$ cat config.mk
export PLATFORM = sky130hd
export DESIGN_NAME = serial_frame_tx
export DESIGN_NICKNAME = d
export VERILOG_FILES = /design/src/rtl/sftx_pkg.sv /design/src/rtl/sftx_ctrl.sv /design/src/rtl/sftx_datapath.sv /design/src/rtl/serial_frame_tx.sv
export SDC_FILE = /design/constraint.sdc
export NUM_CORES = 1
export LEC_CHECK = 0
export ABC_CLOCK_PERIOD_IN_PS = 3200
export BUFFER_PORTS_ARGS = -buffer_cell sky130_fd_sc_hd__buf_2
export CORE_MARGIN = 2
export CORE_UTILIZATION = 58
export CTS_CLUSTER_DIAMETER = 60
export DETAILED_ROUTE_END_ITERATION = 6
export PLACE_DENSITY = 0.82
export SLEW_MARGIN = 15
export SYNTH_ARGS = -nofsm -noshare
export SYNTH_HDL_FRONTEND = slang
export SYNTH_SLANG_ARGS = --single-unit
$ cat constraint.sdc
create_clock -name clk -period 3.2 [get_ports clk]
set_input_delay 0.32 -clock clk [delete_from_list [all_inputs] [get_ports clk]]
set_output_delay 0.32 -clock clk [all_outputs]
set_load 0.005 [all_outputs]
$ cat src/rtl/sftx_pkg.sv
package sftx_pkg;

  // Strobes issued by the control unit to the datapath each cycle
  typedef struct packed {
    logic captureByte;  // latch the written byte in the holding register
    logic startFrame;   // build the frame image into the shifter
    logic advanceBit;   // move to the next bit of the current frame
  } txStrobe_t;

  // Format inputs as one bundle
  typedef struct packed {
    logic wide;
    logic parityEn;
    logic twoStop;
    logic mpEn;
    logic mpBit;
    logic parityOdd;
  } txFormat_t;

endpackage

$ cat src/rtl/sftx_ctrl.sv
module sftx_ctrl
  import sftx_pkg::*;
#(
  parameter int CNT_W = 4
) (
  input  logic             clk,
  input  logic             rstN,
  input  logic             wrEn,
  input  logic             bitTick,
  input  logic             ctsN,
  input  logic [CNT_W-1:0] frameLen,
  output txStrobe_t        strobe,
  output logic             busy,
  output logic             txEmpty
);

  logic             holdValid;
  logic [CNT_W-1:0] bitsLeft;
  logic             lastBit;

  assign lastBit = busy && (bitsLeft == CNT_W'(1));

  always_comb begin
    strobe.captureByte = wrEn;
    strobe.startFrame  = bitTick && holdValid && (!busy || lastBit);
    strobe.advanceBit  = bitTick && busy && !strobe.startFrame;
  end

  // Holding register occupancy: a write wins over a transfer in the same cycle
  always_ff @(posedge clk or negedge rstN) begin
    if (!rstN) begin
      holdValid <= 1'b0;
    end else if (strobe.captureByte) begin
      holdValid <= 1'b1;
    end else if (strobe.startFrame) begin
      holdValid <= 1'b0;
    end
  end

  // Bit counter of the frame in flight
  always_ff @(posedge clk or negedge rstN) begin
    if (!rstN) begin
      busy     <= 1'b0;
      bitsLeft <= '0;
    end else if (strobe.startFrame) begin
      busy     <= 1'b1;
      bitsLeft <= frameLen;
    end else if (strobe.advanceBit) begin
      bitsLeft <= bitsLeft - CNT_W'(1);
      if (lastBit) begin
        busy <= 1'b0;
      end
    end
  end

  assign txEmpty = !holdValid && !ctsN;


  write_clears_empty_chk: assert property (@(posedge clk) disable iff (!rstN)
    wrEn |=> !txEmpty);


  busy_holds_without_tick_chk: assert property (@(posedge clk) disable iff (!rstN)
    (busy && !bitTick) |=> busy);


  frame_ends_on_tick_chk: assert property (@(posedge clk) disable iff (!rstN)
    $fell(busy) |-> $past(bitTick));

endmodule

$ cat src/rtl/sftx_datapath.sv
module sftx_datapath
  import sftx_pkg::*;
#(
  parameter int MAX_DATA = 8,
  parameter int FRAME_W  = MAX_DATA + 4,
  parameter int CNT_W    = 4
) (
  input  logic                clk,
  input  logic                rstN,
  input  txStrobe_t           strobe,
  input  logic [MAX_DATA-1:0] wrData,
  input  txFormat_t           fmtIn,
  input  logic                busy,
  output logic [CNT_W-1:0]    frameLen,
  output logic                txOut
);

  logic [MAX_DATA-1:0] holdData;
  logic [FRAME_W-1:0]  shiftReg;
  logic [FRAME_W-1:0]  frameImg;
  logic [MAX_DATA-1:0] maskedData;
  logic [CNT_W-1:0]    dataBits;
  logic                hasExtra;
  logic                extraVal;
  logic                parityBit;

  always_ff @(posedge clk or negedge rstN) begin
    if (!rstN) begin
      holdData <= '0;
    end else if (strobe.captureByte) begin
      holdData <= wrData;
    end
  end

  // Frame image, bit 0 first on the line; unused upper bits stay high
  always_comb begin
    dataBits   = fmtIn.wide ? CNT_W'(MAX_DATA) : CNT_W'(MAX_DATA - 1);
    maskedData = holdData;
    if (!fmtIn.wide) begin
      maskedData[MAX_DATA-1] = 1'b0;
    end
    parityBit = (^maskedData) ^ fmtIn.parityOdd;
    hasExtra  = fmtIn.mpEn || fmtIn.parityEn;
    extraVal  = fmtIn.mpEn ? fmtIn.mpBit : parityBit;
    frameImg    = '1;
    frameImg[0] = 1'b0;
    for (int i = 0; i < MAX_DATA; i++) begin
      if (i < int'(dataBits)) begin
        frameImg[1 + i] = maskedData[i];
      end
    end
    if (hasExtra) begin
      frameImg[1 + int'(dataBits)] = extraVal;
    end
    frameLen = CNT_W'(2) + dataBits + CNT_W'(hasExtra) + CNT_W'(fmtIn.twoStop);
  end

  always_ff @(posedge clk or negedge rstN) begin
    if (!rstN) begin
      shiftReg <= '1;
    end else if (strobe.startFrame) begin
      shiftReg <= frameImg;
    end else if (strobe.advanceBit) begin
      shiftReg <= {1'b1, shiftReg[FRAME_W-1:1]};
    end
  end

  assign txOut = busy ? shiftReg[0] : 1'b1;


  start_bit_low_chk: assert property (@(posedge clk) disable iff (!rstN)
    strobe.startFrame |=> !txOut);

endmodule

$ cat src/rtl/serial_frame_tx.sv
module serial_frame_tx
  import sftx_pkg::*;
#(
  parameter int MAX_DATA = 8,
  localparam int FRAME_W = MAX_DATA + 4,
  localparam int CNT_W   = $clog2(FRAME_W + 1)
) (
  input  logic                clk,
  input  logic                rstN,
  input  logic                wrEn,
  input  logic [MAX_DATA-1:0] wrData,
  input  logic                fmtWide,
  input  logic                fmtParity,
  input  logic                fmtTwoStop,
  input  logic                mpEnable,
  input  logic                mpBitValue,
  input  logic                parityOdd,
  input  logic                bitTick,
  input  logic                ctsN,
  output logic                txOut,
  output logic                txEmpty
);

  txStrobe_t        strobe;
  txFormat_t        fmtIn;
  logic             busy;
  logic [CNT_W-1:0] frameLen;

  always_comb begin
    fmtIn.wide      = fmtWide;
    fmtIn.parityEn  = fmtParity;
    fmtIn.twoStop   = fmtTwoStop;
    fmtIn.mpEn      = mpEnable;
    fmtIn.mpBit     = mpBitValue;
    fmtIn.parityOdd = parityOdd;
  end

  sftx_ctrl #(.CNT_W(CNT_W)) u_ctrl (
    .clk      (clk),
    .rstN     (rstN),
    .wrEn     (wrEn),
    .bitTick  (bitTick),
    .ctsN     (ctsN),
    .frameLen (frameLen),
    .strobe   (strobe),
    .busy     (busy),
    .txEmpty  (txEmpty)
  );

  sftx_datapath #(.MAX_DATA(MAX_DATA), .FRAME_W(FRAME_W), .CNT_W(CNT_W)) u_dp (
    .clk      (clk),
    .rstN     (rstN),
    .strobe   (strobe),
    .wrData   (wrData),
    .fmtIn    (fmtIn),
    .busy     (busy),
    .frameLen (frameLen),
    .txOut    (txOut)
  );


  last_bit_high_chk: assert property (@(posedge clk) disable iff (!rstN)
    $fell(busy) |-> $past(txOut));


  line_moves_on_tick_chk: assert property (@(posedge clk) disable iff (!rstN)
    !$past(bitTick) |-> $stable(txOut));

endmodule

; ---- Word level (Yosys, flattened, before mapping)
; Cells that the tools add are included.
[totals]
reg_bits = 26
inputBits = 19
out_inout_bits = 2
word_cells = 65
[op_classes]
n_addsub = 5
order_cmp = 10
eq_ne = 1
mux = 25
n_bitwise = 1
reduce_logical = 18
[ops]
columns = op, count
row1 = two-way mux 12 bit, 3
row2 = ">= comparator 32 x 1 -> 1 bit, second input constant", 1
row3 = "less-than comparator 32 x 6 -> 1 bit, second input constant", 1
row4 = two-way mux 1 bit, 17
row5 = "less-than comparator 3 x 4 -> 1 bit, first input constant", 4
row6 = bitwise mux 12 bit, 1
row7 = two-way mux 4 bit, 3
row8 = adder 4 x 1 -> 4 bit, 2
row9 = "less-than comparator 1 x 4 -> 1 bit, first input constant", 2
row10 = "less-than comparator 2 x 4 -> 1 bit, first input constant", 2
row11 = parity 8 bit, 1
row12 = logical AND 1 bit, 7
row13 = nonzero test 2 bit, 3
row14 = "adder 1 x 4 -> 5 bit, first input constant", 1
row15 = "adder 2 x 4 -> 4 bit, first input constant", 1
row16 = demux 1 bit (select 4 bit), 1
row17 = "equality test 4 x 1 -> 1 bit, second input constant", 1
row18 = logical NOT 1 bit, 4
row19 = "subtractor 4 x 1 -> 4 bit, second input constant", 1
row20 = logical OR 1 bit, 2
row21 = AND reduction 2 bit, 1
row22 = bitwise XOR 1 bit, 1

; ---- Depth between registers and ports, before layout
[depth]
word_depth = 9
mapped_depth = 7
mapped_depth_nobuf = 7

; ---- Modules after synthesis
; From an unflattened synthesis, not the netlist that was laid out.
[unflattened]
cells_unflattened = 125
hier_area_um2 = 1318.8
[modules_own_cells]
columns = module, n_inst, cells_each, area_each_um2, seq_area_each_um2
row1 = sftx_datapath, 1, 85, 952.2, 462.9
row2 = sftx_ctrl, 1, 40, 366.6, 150.1

; ---- Worst setup path after synthesis
; Ideal clock, no wire load.
[synth_timing]
path_type = reg2reg
start = register u_ctrl.bitsLeft[1]
end = register u_ctrl.bitsLeft[2]
setup_time_ps = 137
arrival_ps = 1424
path_slack_ps = 1639
path_stages_with_launch = 8
n_path_buf = 0
synth_period_minus_slack_ps = 1561
path_cell_list = dfrtp_1 > inv_1 > ha_1 > or3b_4 > a21oi_4 > nor3b_1 > a31oi_1 > o21ai_0
[synth_via]
elab_chain_len = 7
word_cells_on_any_way = 10
[synth_rtl]
columns = element, line
row1 = start: declaration, sftx_ctrl.sv:18  ; logic [CNT_W-1:0] bitsLeft;
row2 = start signal: assignment, sftx_ctrl.sv:47  ; bitsLeft <= frameLen;
row3 = start signal: assignment, sftx_ctrl.sv:49  ; bitsLeft <= bitsLeft - CNT_W'(1);
row4 = branches (longest 7 deep; another with subtractor 4 x 1 -> 4 bit), --
; Several ways; the timed one is not identified. The select of a mux whose other input is x is not followed.
; A chain may end at the register's enable or synchronous reset.

; ---- Worst setup path in the final report
[layout_timing]
start = register u_ctrl.bitsLeft[1]
end = register u_dp.shiftReg[4]
[layout_via]
elab_chain_len = 7
word_cells_on_any_way = 8
[layout_rtl]
columns = element, line
row1 = equality test 4 x 1 -> 1 bit *, sftx_ctrl.sv:21  ; assign lastBit = busy && (bitsLeft == CNT_W'(1));
row2 = logical AND 1 bit *, sftx_ctrl.sv:21
row3 = logical OR 1 bit *, sftx_ctrl.sv:25  ; strobe.startFrame = bitTick && holdValid && (!busy || lastBit);
row4 = logical AND 1 bit *, sftx_ctrl.sv:25
row5 = logical NOT 1 bit, sftx_ctrl.sv:26  ; strobe.advanceBit = bitTick && busy && !strobe.startFrame;
row6 = logical AND 1 bit, sftx_ctrl.sv:26
row7 = nonzero test 2 bit (no line), --
row8 = end signal: assignment, sftx_datapath.sv:62  ; shiftReg <= frameImg;
row9 = end signal: assignment, sftx_datapath.sv:64  ; shiftReg <= {1'b1, shiftReg[FRAME_W-1:1]};
row10 = end: declaration, sftx_datapath.sv:19  ; logic [FRAME_W-1:0] shiftReg;
; Mark *: on every way between the ends. The rest lies on a longest branch, timed or not.

==> results by group <==
Outcome
  • Status: complete, no violations

Floorplanning
  • # IOs: 21
  • Starting Density: 62.12%
  • Placeable Area: 1982 µm²
  • Num rows: 16
  • Die area: 2508 µm²
  • Die X: 50.08 µm
  • Die Height: 50.08 µm

Timing
  • Tmin final: between 1.5 and 2 ns
  • TNS Setup: 0 ns
  • Setup violations, final: 0
  • Hold Slack: 0.2083 ns
  • Slew at the pin closest to its max-slew limit: 0.7148 ns
  • Slew headroom: a little over half
  • Final WS setup: around 1.3 ns
  • Fmax achieved: 516.6 MHz
  • Slew Limit Fails: 0
  • Final Hold Fails: 0
  • Skew final: 0.006201 ns
  • Unrepaired setup endpoints after global routing: false
  • Final period util: 60.50%

Clock tree
  • Inserted Clock Buffers: 3
  • CTS root buffer: clkbuf_4
  • Skew-Pair Late Insertion Delay: 0.32 ns
  • Longest Clk Path Bufs: 2
  • Resized cells post-CTS: 0
  • H-tree levels: 1
  • CTS tree: built
  • CTS sink count: 24
  • Clock slew at reported path FFs: 0.12 ns

Global route
  • GRT overflow: 0
  • Largest net degree at the start of global routing: 25
  • First-pass GRT wire length: 3.891 mm
  • Vias in the first global route: 918
  • GRT Overall Usage: 20.84%
  • Initial antenna violation count: 0

Power
  • Switching Power: ~0.33 mW
  • Peak VDD IR: 473.9 µV
  • Sw frac: about 34%
  • Clock power share: 13.8%
  • P_leak: ~0.65 nW
  • Share of power burned in registers: 53.4%
  • Cell Int Power: 0.6522 mW
  • Pwr Density: 710.6 nW/µm²
  • Comb power frac: between 30% and 40%

Route
  • DR WL/cell: 13.41 µm
  • Via density per instance: 5.552
  • DR vias: between 900 and 1000
  • Starting DRC count in detailed routing: 20
  • Drt drc: 0
  • Total wire length: between 2 and 2.5 mm
  • DRT antenna net count: 0
  • Initial DRT Pass Iterations: 4

Setup path
  • Crit Path Max Fanout: 18
  • Crit. End Element: flop
  • Worst endpoint required time: between 3 and 4 ns
  • CP Class: flop to flop
  • Worst Setup Start Kind: flop
  • Most frequent CP cell: nand2_1
  • Crit path DAT: around 2.2 ns
  • Levels on crit path: 7
  • Worst Reg-to-Reg Cells: 7
  • WP buf/inv: 1
  • CP max stage delay: 0.42 ns
  • CP max-delay cell: dfrtp_1
  • Crit-path cells: inv_1 > ha_1 > or3b_4 > a21oi_4 > nor2_1 > nand2_1 > nand2_1
  • CP top delay family: simple AND/OR/NAND/NOR gates

Final layout
  • Area grow syn2layout: 12.80%
  • Layout Cells excl Fill: 165
  • ANT cells: 0
  • Ratio of cells with drive above 1 in the final layout: between 30% and 40%
  • Nets: 162
  • Fin util: 70.08%
  • Fillers: 153

Yosys
  • Synth top area share: 28.46%
  • Count leader, synth: nand2_1
  • Synth Area per Inst: between 10 and 15 µm²
  • Area leader, netlist: dfrtp_1
  • Yosys cell types: 31
  • Seq cells post-synth: 24
  • Post-synth EDFFs: 0
  • Ys flop type: dfrtp_1
  • Net Count, Synth: 139
  • Commonest cells in the synthesized netlist: 25 x nand2_1, 14 x dfrtp_1, 10 x dfstp_2, 9 x a22oi_1, 8 x inv_1
  • Sequential area share after synthesis: 49.80%
  • Synthesis Warnings: 0
  • Top cells by area, synth: dfrtp_1 28%, dfstp_2 21%, nand2_1 7.6%
  • Post-synth ARST share: 100.0%
  • Mapped cell area: 1231 µm²
  • Cells after Synth: 116

Place
  • Placed Cells: 160
  • Pre-CTS setup slack: between 1 and 1.5 ns
  • HPWL after DPL: 1.707 mm
  • GPL Wtd Cong: 0.7631
  • IO buf count: 20

Min path
  • WHS Path Cells: 3
  • HP Class: input pin to flop

Flow run
  • Maxcap violations: 0
==> final cells by class <==
cell class	count	area, µm²	area share [%]
multi-input cells	80	568.0	40.90
repair buffers	22	117.6	8.468
clock buffers	4	26.28	1.892
flip-flops and latches	24	613.1	44.14
well taps	27	33.78	2.432
inverters	8	30.03	2.162
==> worst min-delay path: cells and delay by family <==
family | cells | cell delay [ns]
buf+inv | 1 | 0.07
compound gates | 1 | 0.06
simple gates | 1 | 0.04
==> cell families after synthesis <==
kind of cell	count (synthesis)	synth area share, %
AOI/OAI and AO/OA	24	13.92
xor gates and xnor gates	9	8.130
adders and majority gates	4	4.675
buffers and inverters	12	4.064
DFF	24	49.80
muxes	7	6.403
and+or+nand+nor	36	13.01
==> per-stage QoR <==
step                total power [mW]  area [µm²]
floorplan                     0.7656        1231
global placement              0.8350        1353
detailed placement            0.8618        1353
CTS                           0.9991        1389
global route                   1.067        1389
finish                        0.9869        1389
==> flip-flops by register name, summed over array words and instances, names as in the netlist <==
register          count
u_ctrl.bitsLeft       4
u_ctrl.busy           1
u_ctrl.holdValid      1
u_dp.holdData         8
u_dp.shiftReg        10
==> what timing repair did <==
item                      4_1_cts  5_1_grt
hold buffers                    1        0
hold endpoints to repair       14        0
buffers inserted                0        0
==> layer usage <==
layer / track usage [%] / share of wire, % / wire length (µm)
met5: 0 / 0 / 0
met4: 9.722 / 1.6 / 35
met3: 3.636 / 3.8 / 83
met2: 36.18 / 52 / 1143
met1: 24.80 / 43 / 951
==> layout by cell type, fill, tap and decap left out, types with 3 or more instances in the layout <==
master     n
nand2_1   25
buf_2     20
dfrtp_1   14
dfstp_2   10
a22oi_1    9
inv_1      8
mux2_2     7
xnor2_1    7
o21ai_0    4
or2_2      3
nor2_1     3
a31oi_1    3
ha_1       3
clkbuf_4   3
==> final timing paths <==
| path | slack, ns | from | to |
|---|---|---|---|
| max in group asynchronous | 2.34 | rstN | u_dp.shiftReg[4]$_DFFE_PN1P_ |
| setup reg to reg | 1.26 | u_ctrl.bitsLeft[1]$_DFFE_PN0P_ | u_dp.shiftReg[4]$_DFFE_PN1P_ |
| hold / removal | 0.21 | wrData[7] | u_dp.holdData[7]$_DFFE_PN0P_ |
| setup / recovery | 1.26 | u_ctrl.bitsLeft[1]$_DFFE_PN0P_ | u_dp.shiftReg[4]$_DFFE_PN1P_ |
| min in group asynchronous | 0.49 | rstN | u_ctrl.holdValid$_DFFE_PN0P_ |
| hold reg to reg | 0.47 | u_dp.shiftReg[3]$_DFFE_PN1P_ | u_dp.shiftReg[2]$_DFFE_PN1P_ |
==> power by group through the flow <==
stage	Combinational (mW)	Sequential [mW]	Clock (mW)
6_report	0.324	0.527	0.136
4_1_cts	0.330	0.527	0.142
3_5_place_dp	0.328	0.533	0
3_3_place_gp	0.308	0.527	0
2_1_floorplan	0.258	0.508	0
5_1_grt	0.369	0.544	0.153
Power figures use the tool's default switching activity.
